===== src/rtl/cfgbank_pkg.sv =====
package cfgbank_pkg;
  localparam int ADDR_W = 8;
  localparam int DATA_W = 8;
  localparam logic [ADDR_W-1:0] A_CFG   = 8'h00;
  localparam logic [ADDR_W-1:0] A_ID    = 8'h01;
  localparam logic [ADDR_W-1:0] A_GRADE = 8'h02;
  localparam logic [ADDR_W-1:0] A_SEL   = 8'h05;
  localparam logic [ADDR_W-1:0] A_PWR   = 8'h08;
  localparam logic [ADDR_W-1:0] A_CLK   = 8'h09;
  localparam logic [ADDR_W-1:0] A_DIV   = 8'h0B;
  localparam logic [ADDR_W-1:0] A_XFER  = 8'hFF;

  typedef enum logic [3:0] {
    RS_NONE, RS_CFG, RS_ID, RS_GRADE, RS_SEL, RS_PWR, RS_CLK, RS_DIV, RS_XFER
  } rdsel_e;

  typedef struct packed {
    logic   cfgWr;
    logic   softRst;
    logic   selWr;
    logic   pwrWr;
    logic   clkWr;
    logic   divWr;
    logic   xferGo;
    rdsel_e rdSel;
  } strobe_t;

  typedef struct packed {
    logic       pinStandby;
    logic [1:0] mode;
  } pwr_t;

  localparam pwr_t PWR_DEF = '{pinStandby: 1'b0, mode: 2'b00};
  localparam logic DCS_DEF = 1'b1;
  localparam logic [2:0] DIV_DEF = 3'b000;
endpackage


===== src/rtl/cfgbank_ctrl.sv =====
module cfgbank_ctrl
  import cfgbank_pkg::*;
(
  input  logic              wrEn,
  input  logic [ADDR_W-1:0] addr,
  input  logic [DATA_W-1:0] wdata,
  output strobe_t           stb
);
  logic rstReq;
  assign rstReq = wdata[5] | wdata[2];

  always_comb begin
    stb = '0;
    stb.rdSel = RS_NONE;
    unique case (addr)
      A_CFG:   stb.rdSel = RS_CFG;
      A_ID:    stb.rdSel = RS_ID;
      A_GRADE: stb.rdSel = RS_GRADE;
      A_SEL:   stb.rdSel = RS_SEL;
      A_PWR:   stb.rdSel = RS_PWR;
      A_CLK:   stb.rdSel = RS_CLK;
      A_DIV:   stb.rdSel = RS_DIV;
      A_XFER:  stb.rdSel = RS_XFER;
      default: stb.rdSel = RS_NONE;
    endcase
    if (wrEn) begin
      stb.softRst = (addr == A_CFG) && rstReq;
      stb.cfgWr   = (addr == A_CFG) && !rstReq;
      stb.selWr   = (addr == A_SEL);
      stb.pwrWr   = (addr == A_PWR);
      stb.clkWr   = (addr == A_CLK);
      stb.divWr   = (addr == A_DIV);
      stb.xferGo  = (addr == A_XFER) && wdata[0];
    end
  end
endmodule


===== src/rtl/cfgbank_dp.sv =====
module cfgbank_dp
  import cfgbank_pkg::*;
#(
  parameter int NCH = 2,
  parameter logic [7:0] CHIP_ID = 8'h89,
  parameter logic [2:0] SPEED_GRADE = 3'b101
) (
  input  logic              clk,
  input  logic              rstN,
  input  strobe_t           stb,
  input  logic [DATA_W-1:0] wdata,
  output logic [DATA_W-1:0] rdData,
  output logic [2*NCH-1:0]  chPwrMode,
  output logic [NCH-1:0]    chPinStandby,
  output logic [2:0]        clkDivSel,
  output logic              dutyStabEn,
  output logic              lsbFirst
);
  localparam logic [NCH-1:0] SEL_DEF = '1;

  logic           lsbQ;
  logic [NCH-1:0] selQ;
  logic           xferQ;
  pwr_t           pwrMst [NCH];
  pwr_t           pwrSlv [NCH];
  logic           dcsMst, dcsSlv;
  logic [2:0]     divMst, divSlv;

  always_ff @(posedge clk or negedge rstN) begin
    if (!rstN) begin
      lsbQ  <= 1'b0;
      selQ  <= SEL_DEF;
      xferQ <= 1'b0;
    end else if (stb.softRst) begin
      lsbQ  <= 1'b0;
      selQ  <= SEL_DEF;
      xferQ <= 1'b0;
    end else begin
      if (stb.cfgWr) lsbQ <= wdata[6] | wdata[1];
      if (stb.selWr) selQ <= wdata[NCH-1:0];
      xferQ <= stb.xferGo;
    end
  end

  generate
    for (genvar ch = 0; ch < NCH; ch++) begin : g_ch
      always_ff @(posedge clk or negedge rstN) begin
        if (!rstN) begin
          pwrMst[ch] <= PWR_DEF;
          pwrSlv[ch] <= PWR_DEF;
        end else if (stb.softRst) begin
          pwrMst[ch] <= PWR_DEF;
          pwrSlv[ch] <= PWR_DEF;
        end else begin
          if (stb.pwrWr && selQ[ch]) begin
            pwrMst[ch].mode       <= wdata[1:0];
            pwrMst[ch].pinStandby <= wdata[5];
          end
          if (stb.xferGo) pwrSlv[ch] <= pwrMst[ch];
        end
      end
      assign chPwrMode[2*ch +: 2] = pwrSlv[ch].mode;
      assign chPinStandby[ch]     = pwrSlv[ch].pinStandby;
    end
  endgenerate

  always_ff @(posedge clk or negedge rstN) begin
    if (!rstN) begin
      dcsMst <= DCS_DEF;
      dcsSlv <= DCS_DEF;
      divMst <= DIV_DEF;
      divSlv <= DIV_DEF;
    end else if (stb.softRst) begin
      dcsMst <= DCS_DEF;
      dcsSlv <= DCS_DEF;
      divMst <= DIV_DEF;
      divSlv <= DIV_DEF;
    end else begin
      if (stb.clkWr) dcsMst <= wdata[0];
      if (stb.divWr) divMst <= wdata[2:0];
      if (stb.xferGo) begin
        dcsSlv <= dcsMst;
        divSlv <= divMst;
      end
    end
  end

  // Lowest-numbered selected channel wins the read of the per-channel register.
  pwr_t pwrRd;
  logic pwrHit;
  always_comb begin
    pwrRd  = PWR_DEF;
    pwrHit = 1'b0;
    for (int ch = NCH - 1; ch >= 0; ch--) begin
      if (selQ[ch]) begin
        pwrRd  = pwrMst[ch];
        pwrHit = 1'b1;
      end
    end
  end

  always_comb begin
    rdData = '0;
    unique case (stb.rdSel)
      RS_CFG:   rdData = {1'b0, lsbQ, 1'b0, 1'b1, 1'b1, 1'b0, lsbQ, 1'b0};
      RS_ID:    rdData = CHIP_ID;
      RS_GRADE: rdData = {1'b0, SPEED_GRADE, 4'b0000};
      RS_SEL:   rdData = {{(DATA_W-NCH){1'b0}}, selQ};
      RS_PWR:   rdData = pwrHit ? {2'b00, pwrRd.pinStandby, 3'b000, pwrRd.mode} : '0;
      RS_CLK:   rdData = {7'b0, dcsMst};
      RS_DIV:   rdData = {5'b0, divMst};
      RS_XFER:  rdData = {7'b0, xferQ};
      default:  rdData = '0;
    endcase
  end

  assign clkDivSel  = divSlv;
  assign dutyStabEn = dcsSlv;
  assign lsbFirst   = lsbQ;
endmodule


===== src/rtl/cfgbank_top.sv =====
module cfgbank_top
  import cfgbank_pkg::*;
#(
  parameter int NCH = 2,
  parameter logic [7:0] CHIP_ID = 8'h89,
  parameter logic [2:0] SPEED_GRADE = 3'b101
) (
  input  logic             clk,
  input  logic             rstN,
  input  logic             wrEn,
  input  logic [7:0]       addr,
  input  logic [7:0]       wdata,
  output logic [7:0]       rdData,
  output logic [2*NCH-1:0] chPwrMode,
  output logic [NCH-1:0]   chPinStandby,
  output logic [2:0]       clkDivSel,
  output logic             dutyStabEn,
  output logic             lsbFirst
);
  strobe_t stb;

  cfgbank_ctrl ctrl_i (
    .wrEn (wrEn),
    .addr (addr),
    .wdata(wdata),
    .stb  (stb)
  );

  cfgbank_dp #(
    .NCH(NCH), .CHIP_ID(CHIP_ID), .SPEED_GRADE(SPEED_GRADE)
  ) dp_i (
    .clk         (clk),
    .rstN        (rstN),
    .stb         (stb),
    .wdata       (wdata),
    .rdData      (rdData),
    .chPwrMode   (chPwrMode),
    .chPinStandby(chPinStandby),
    .clkDivSel   (clkDivSel),
    .dutyStabEn  (dutyStabEn),
    .lsbFirst    (lsbFirst)
  );
endmodule


===== config.mk =====
export PLATFORM = sky130hd
export DESIGN_NAME = cfgbank_top
export DESIGN_NICKNAME = d
export VERILOG_FILES = /design/src/rtl/cfgbank_pkg.sv /design/src/rtl/cfgbank_ctrl.sv /design/src/rtl/cfgbank_dp.sv /design/src/rtl/cfgbank_top.sv
export SDC_FILE = /design/constraint.sdc
export NUM_CORES = 1
export LEC_CHECK = 0
export ABC_AREA = 1
export BUFFER_PORTS_ARGS = -buffer_cell sky130_fd_sc_hd__clkbuf_2
export CAP_MARGIN = 15
export CORE_UTILIZATION = 52
export CTS_BUF_LIST = sky130_fd_sc_hd__clkbuf_4 sky130_fd_sc_hd__clkbuf_8 sky130_fd_sc_hd__clkbuf_16
export CTS_CLUSTER_DIAMETER = 60
export CTS_CLUSTER_SIZE = 10
export DETAILED_ROUTE_END_ITERATION = 12
export HOLD_SLACK_MARGIN = 0.15
export PLACE_DENSITY = 0.79
export SETUP_SLACK_MARGIN = 0.15
export SLEW_MARGIN = 20
export SYNTH_ARGS = -nofsm -noshare
export SYNTH_HDL_FRONTEND = slang
export SYNTH_HIERARCHICAL = 1
export SYNTH_SLANG_ARGS = --single-unit

===== constraint.sdc =====
create_clock -name clk -period 1.45 [get_ports clk]
set_input_delay 0.145 -clock clk [delete_from_list [all_inputs] [get_ports clk]]
set_output_delay 0.145 -clock clk [all_outputs]
set_load 0.005 [all_outputs]

=== After elaboration in Yosys (flattened, before gate mapping) ===
Index checks and enable logic that the tools add are counted.

* Input bits: 19
* Flip-flop bits (word level): 24

* Reduce and logical (&&, ||, !) cells: 14
* Eq/ne operators: 15
* Multiplexer cells: 29
* Bitwise gates (word level): 2

{| class="wikitable"
|+ Operators with widths
! operator !! number
|-
| 8-bit case mux with 8 select lines || 1
|-
| 3-bit two-way mux || 14
|-
| 4-bit case mux with 8 select lines || 1
|-
| 8-bit by 4-bit == test with 1-bit output (second input constant) || 3
|-
| 4-bit by 3-bit == test with 1-bit output (second input constant) || 4
|-
| 2-bit nonzero test || 7
|-
| 1-bit two-way mux || 9
|-
| 4-bit by 2-bit == test with 1-bit output (second input constant) || 2
|-
| 8-bit by 1-bit == test with 1-bit output (second input constant) || 1
|-
| 8-bit by 2-bit == test with 1-bit output (second input constant) || 1
|-
| 8-bit by 3-bit == test with 1-bit output (second input constant) || 1
|-
| 8-bit == test (second input constant) || 1
|-
| 8-bit logical NOT || 1
|-
| 7-bit two-way mux || 1
|-
| 6-bit two-way mux || 1
|-
| 1-bit logical AND || 5
|-
| 4-bit by 1-bit == test with 1-bit output (second input constant) || 1
|-
| 4-bit == test (second input constant) || 1
|-
| 2-bit two-way mux || 2
|-
| 1-bit OR || 2
|-
| 1-bit logical NOT || 1
|}

=== Depth between registers and ports, before layout ===
* Depth in word-level cells: 7
* Depth in mapped cells: 12

=== Hierarchy ===
The synthesis kept the hierarchy.

{| class="wikitable"
|+ Modules (own cells, without submodules)
! module !! cells an instance !! area an instance (um^2) !! instances
|-
| cfgbank_dp || 145 || 1164.9 || 1
|-
| cfgbank_ctrl || 58 || 244.0 || 1
|}

=== Worst setup path after synthesis ===
Ideal clock, no wire load.

* Kind: input-to-reg
* From: in addr[7]
* To: reg dp_i.divSlv[0] (netlist: dp_i/clkDivSel[0])
* Library setup time: 0.121 ns
* Cell stages on the path: 8
* Data arrival time: 1.162 ns
* Path slack: 0.167 ns
* Buffers on the path: 1
* Cells stage by stage: nor2_1 -> nand2_2 -> nor2_1 -> nand2_1 -> nor2_1 -> buf_6 -> nor2_4 -> a22o_1

{| class="wikitable"
|+ RTL lines
! what !! RTL line !! text
|-
| from (decl) || cfgbank_top.sv:11 || <nowiki>input logic [7:0] addr,</nowiki>
|-
| to (signal assigned) || cfgbank_dp.sv:83 || <nowiki>divSlv <= divMst;</nowiki>
|-
| to (decl) || cfgbank_dp.sv:27 || <nowiki>logic [2:0] divMst, divSlv;</nowiki>
|}

=== Final worst setup path ===
* From: reg dp_i.selQ[0]
* To: out rdData[1]

* Cells in the longest elaborated chain, start to end: 3
* Elaborated cells on any way between the ends: 4
* Classes of those cells: mux: 4

{| class="wikitable"
|+ Ends and longest elaborated chain
! what !! RTL line !! text
|-
| from (decl) || cfgbank_dp.sv:22 || <nowiki>logic [NCH-1:0] selQ;</nowiki>
|-
| from (signal assigned) || cfgbank_dp.sv:40 || <nowiki>if (stb.selWr) selQ <= wdata[NCH-1:0];</nowiki>
|-
| 3-bit two-way mux or 1-bit two-way mux (tied branches) || cfgbank_dp.sv:95 || <nowiki>if (selQ[ch]) begin</nowiki>
|-
| 6-bit two-way mux * || cfgbank_dp.sv:109 || <nowiki>RS_PWR: rdData = pwrHit ? {2'b00, pwrRd.pinStandby, 3'b000, pwrRd.mode} : '0;</nowiki>
|-
| 8-bit case mux with 8 select lines * || cfgbank_dp.sv:104 || <nowiki>unique case (stb.rdSel)</nowiki>
|-
| to (decl) || cfgbank_top.sv:13 || <nowiki>output logic [7:0] rdData,</nowiki>
|}

Every way passes the cells marked *; elsewhere a longest branch is shown, timed or not.

==> results.ini <==
[sta]
setup_viol = 6
min_period_over_period_pct = 110
maxSlewViolCount = 0
min_period_ns = 1.59
timing.setup.tns_ns = -0.528
skew_ns = 0.0120
rsz0062_at_grt = yes
setup_slack_ns = -0.139
fmax_mhz = 629
relSlewSlack_pct = 59.0
tightest_slew_ns = 0.615
finalHoldViolations = 0

[floorplan]
fp.dieW_um = 54.1
fp.dieH_um = 54.1
start_util_pct = 55.9
fp.coreArea_um2 = 2520
die-area_um2 = 2920
ioPinCount = 38
std_cell_rows = 18

[outcome]
status = complete, but fails checks
violations = negative setup slack

[synthesis]
synth_nets = 222
async_reset_ff_share_pct = 100
yosys-top-cells-area = dfrtp_1 (36%), nand2_1 (13%), inv_1 (9.3%), o21ai_0 (8.5%), dfstp_2 (7.5%)
yosysMostFrequentCell = nand2_1
yosysWarningCount = 6
avgSynthCellArea_um2 = 6.94
synth_edf_count = 0
synthFlopType = dfrtp_1
synth_top_cell_by_area = dfrtp_1
netlist_area_um2 = 1410
synth_cell_types = 22
yosysSeqAreaShare_pct = 43.0
yosys.area.top_type_share_pct = 35.5
yosys-top-cells-count = nand2_1 (50), inv_1 (35), nor2_1 (27)
ys_ff_latch = 24
synthesis.instances = 203

[global_route]
grt_pass1_wl_mm = 7.97
grt_use_total_pct = 39.1
grt_max_degree = 25
grt_pass1_vias = 1700
grt_overflow = 0
antenna_found_initial = 0

[pwr]
power_density_nw_per_um2 = 658
peakVddDrop_uv = 943
p_total_uw = 1500
leakagePower_uw = 0.00118

[placed_design]
port_buffers = 34
routabilityCongestion = 0.888
place_area_um2 = 1730
hpwl_mm = 2.57
dpl.cell_count = 282
dp_slack_ns = -0.124

[flow_run]
drv_cap = 0

[layout]
final.fill_count = 113
num_antenna_cells = 0
drive_above_1_share_pct = 48.5
multiInputGateArea_um2 = 871
areaGrowthSynthToFinish_pct = 61.5
postLayoutCellArea_um2 = 2270
nets = 294
fin_cells = 304
register_area_um2 = 606

[setup_path]
endpoint_kind = output port
critPathKind = register to output port
start_kind = register
cp.required_ns = 1.31
critPathMaxFanout = 7
worst_ep_arrival_time_ns = 1.44

[route]
drcViolationCount = 0
vias_per_cell = 5.98
wl_mm = 5.92
drtIter0Drc = 124
vias = 1819
drt_pass1_iterations = 5
avgRoutedWirePerCell_um = 19.5
postRouteAntennaNets = 0

[clock_tree]
worstSkewPairLatency_ns = 0.33
cts_max_level = 1
cts_max_path_buffers = 2
cts-root-buf = clkbuf_4
cts.clk_slew.worst_paths_ns = 0.14
cts_tree = built
cts.sinks = 24
cts_buffers = 3

[min_path]
hp-class = primary input to register

-- timing repair --
item                                    in CTS  in global routing
endpoints found under the setup margin       8                 17
gates cloned                                 0                  1
pin swaps                                   20                 12
gates resized for setup                     69                 45
setup buffers                               10                  2
endpoints found under the hold margin       26                  0
hold buffers                                 5                  0
-- through the flow --
step | hold WS, ns | utilization, %
after floorplan | -0.151 | -
after global placement | 0.163 | 68.5
after detailed placement | 0.167 | 68.5
after CTS | 0.163 | 84.8
after global routing | 0.208 | 90.2
final | 0.183 | 90.2
-- area by class of cell --
type | instances | share of cell area [%]
repair buffers | 68 | 24.9
inverters | 39 | 6.99
multi-input cells | 139 | 38.3
well taps | 30 | 1.65
clock buffers | 4 | 1.60
flip-flops and latches | 24 | 26.6
-- cell families (layout without fill, tap and decap cells) --
kind of cell	count (synthesis)	after routing	share of synthesized area, %
buffers and inverters	41	111	11.5
AND/OR/NAND/NOR	104	105	32.4
AO/OA/AOI/OAI	34	34	13.1
flip-flops	24	24	43.0
-- path summary, 6_finish.rpt --
check,startpoint,to,slack (ns),cells past startpoint
setup reg to reg,dp_i/selQ[0]$_DFFE_PN1P_,dp_i/selQ[0]$_DFFE_PN1P_,0.26,3
min in group asynchronous,rstN,dp_i/divMst[0]$_DFFE_PN0P_,0.34,2
setup / recovery,dp_i/selQ[0]$_DFFE_PN1P_,rdData[1],-0.14,6
hold reg to reg,dp_i/clkDivSel[1]$_DFFE_PN0P_,dp_i/clkDivSel[1]$_DFFE_PN0P_,0.50,2
max in group asynchronous,rstN,dp_i/divMst[1]$_DFFE_PN0P_,0.70,2
hold / removal,wdata[5],dp_i/pwrMst[2]$_DFFE_PN0P_,0.18,5
-- sequential cells by signal (all words and copies together), names as in the netlist --
| name | cells |
|---|---|
| dp_i/chPinStandby | 2 |
| dp_i/chPwrMode | 4 |
| dp_i/dutyStabEn | 1 |
| dp_i/lsbFirst | 1 |
| dp_i/selQ | 2 |
| dp_i/clkDivSel | 3 |
| dp_i/pwrMst | 6 |
| dp_i/dcsMst | 1 |
| dp_i/divMst | 3 |
| dp_i/xferQ | 1 |
-- layer usage --
metal	part of all wire (%)	up-vias	global-route usage, %
met5	0	-	0
met3	11	44	9.89
met4	6.7	0	15.4
li1	-	777	-
met2	49	179	64.4
met1	34	819	48.7
-- critical path, cell delays in order (launching register included) --
cell and delay [ns]:
dfstp_2 0.61, inv_4 0.08, nand3_2 0.09, o21ai_2 0.06, nand2_1 0.08, nand3_1 0.07
buf_2 0.13
-- layout by cell type (no fill, tap or decap), types with 2 or more instances in the layout --
| cell | count |
|---|---|
| dlygate4sd3_1 | 5 |
| o21ai_1 | 6 |
| nor2_2 | 9 |
| inv_1 | 27 |
| clkbuf_4 | 3 |
| nand3_2 | 4 |
| buf_8 | 4 |
| nand3_1 | 9 |
| clkbuf_8 | 4 |
| buf_4 | 23 |
| o21ai_2 | 7 |
| buf_2 | 4 |
| nor2_4 | 12 |
| nor2_1 | 12 |
| nor3_1 | 2 |
| dfrtp_1 | 20 |
| buf_6 | 9 |
| a31oi_1 | 2 |
| inv_2 | 8 |
| o21ai_0 | 12 |
| nand2_1 | 41 |
| inv_4 | 3 |
| a21oi_1 | 2 |
| nand2_2 | 5 |
| clkbuf_2 | 19 |
| nand2_4 | 7 |
| dfstp_2 | 4 |
-- report_power, final --
group,total [µW],switching (µW),internal (µW)
clock network,364,210,154
logic,356,205,151
registers,777,43.8,734
total,1500,459,1040
(Power assumes the default switching activity.)
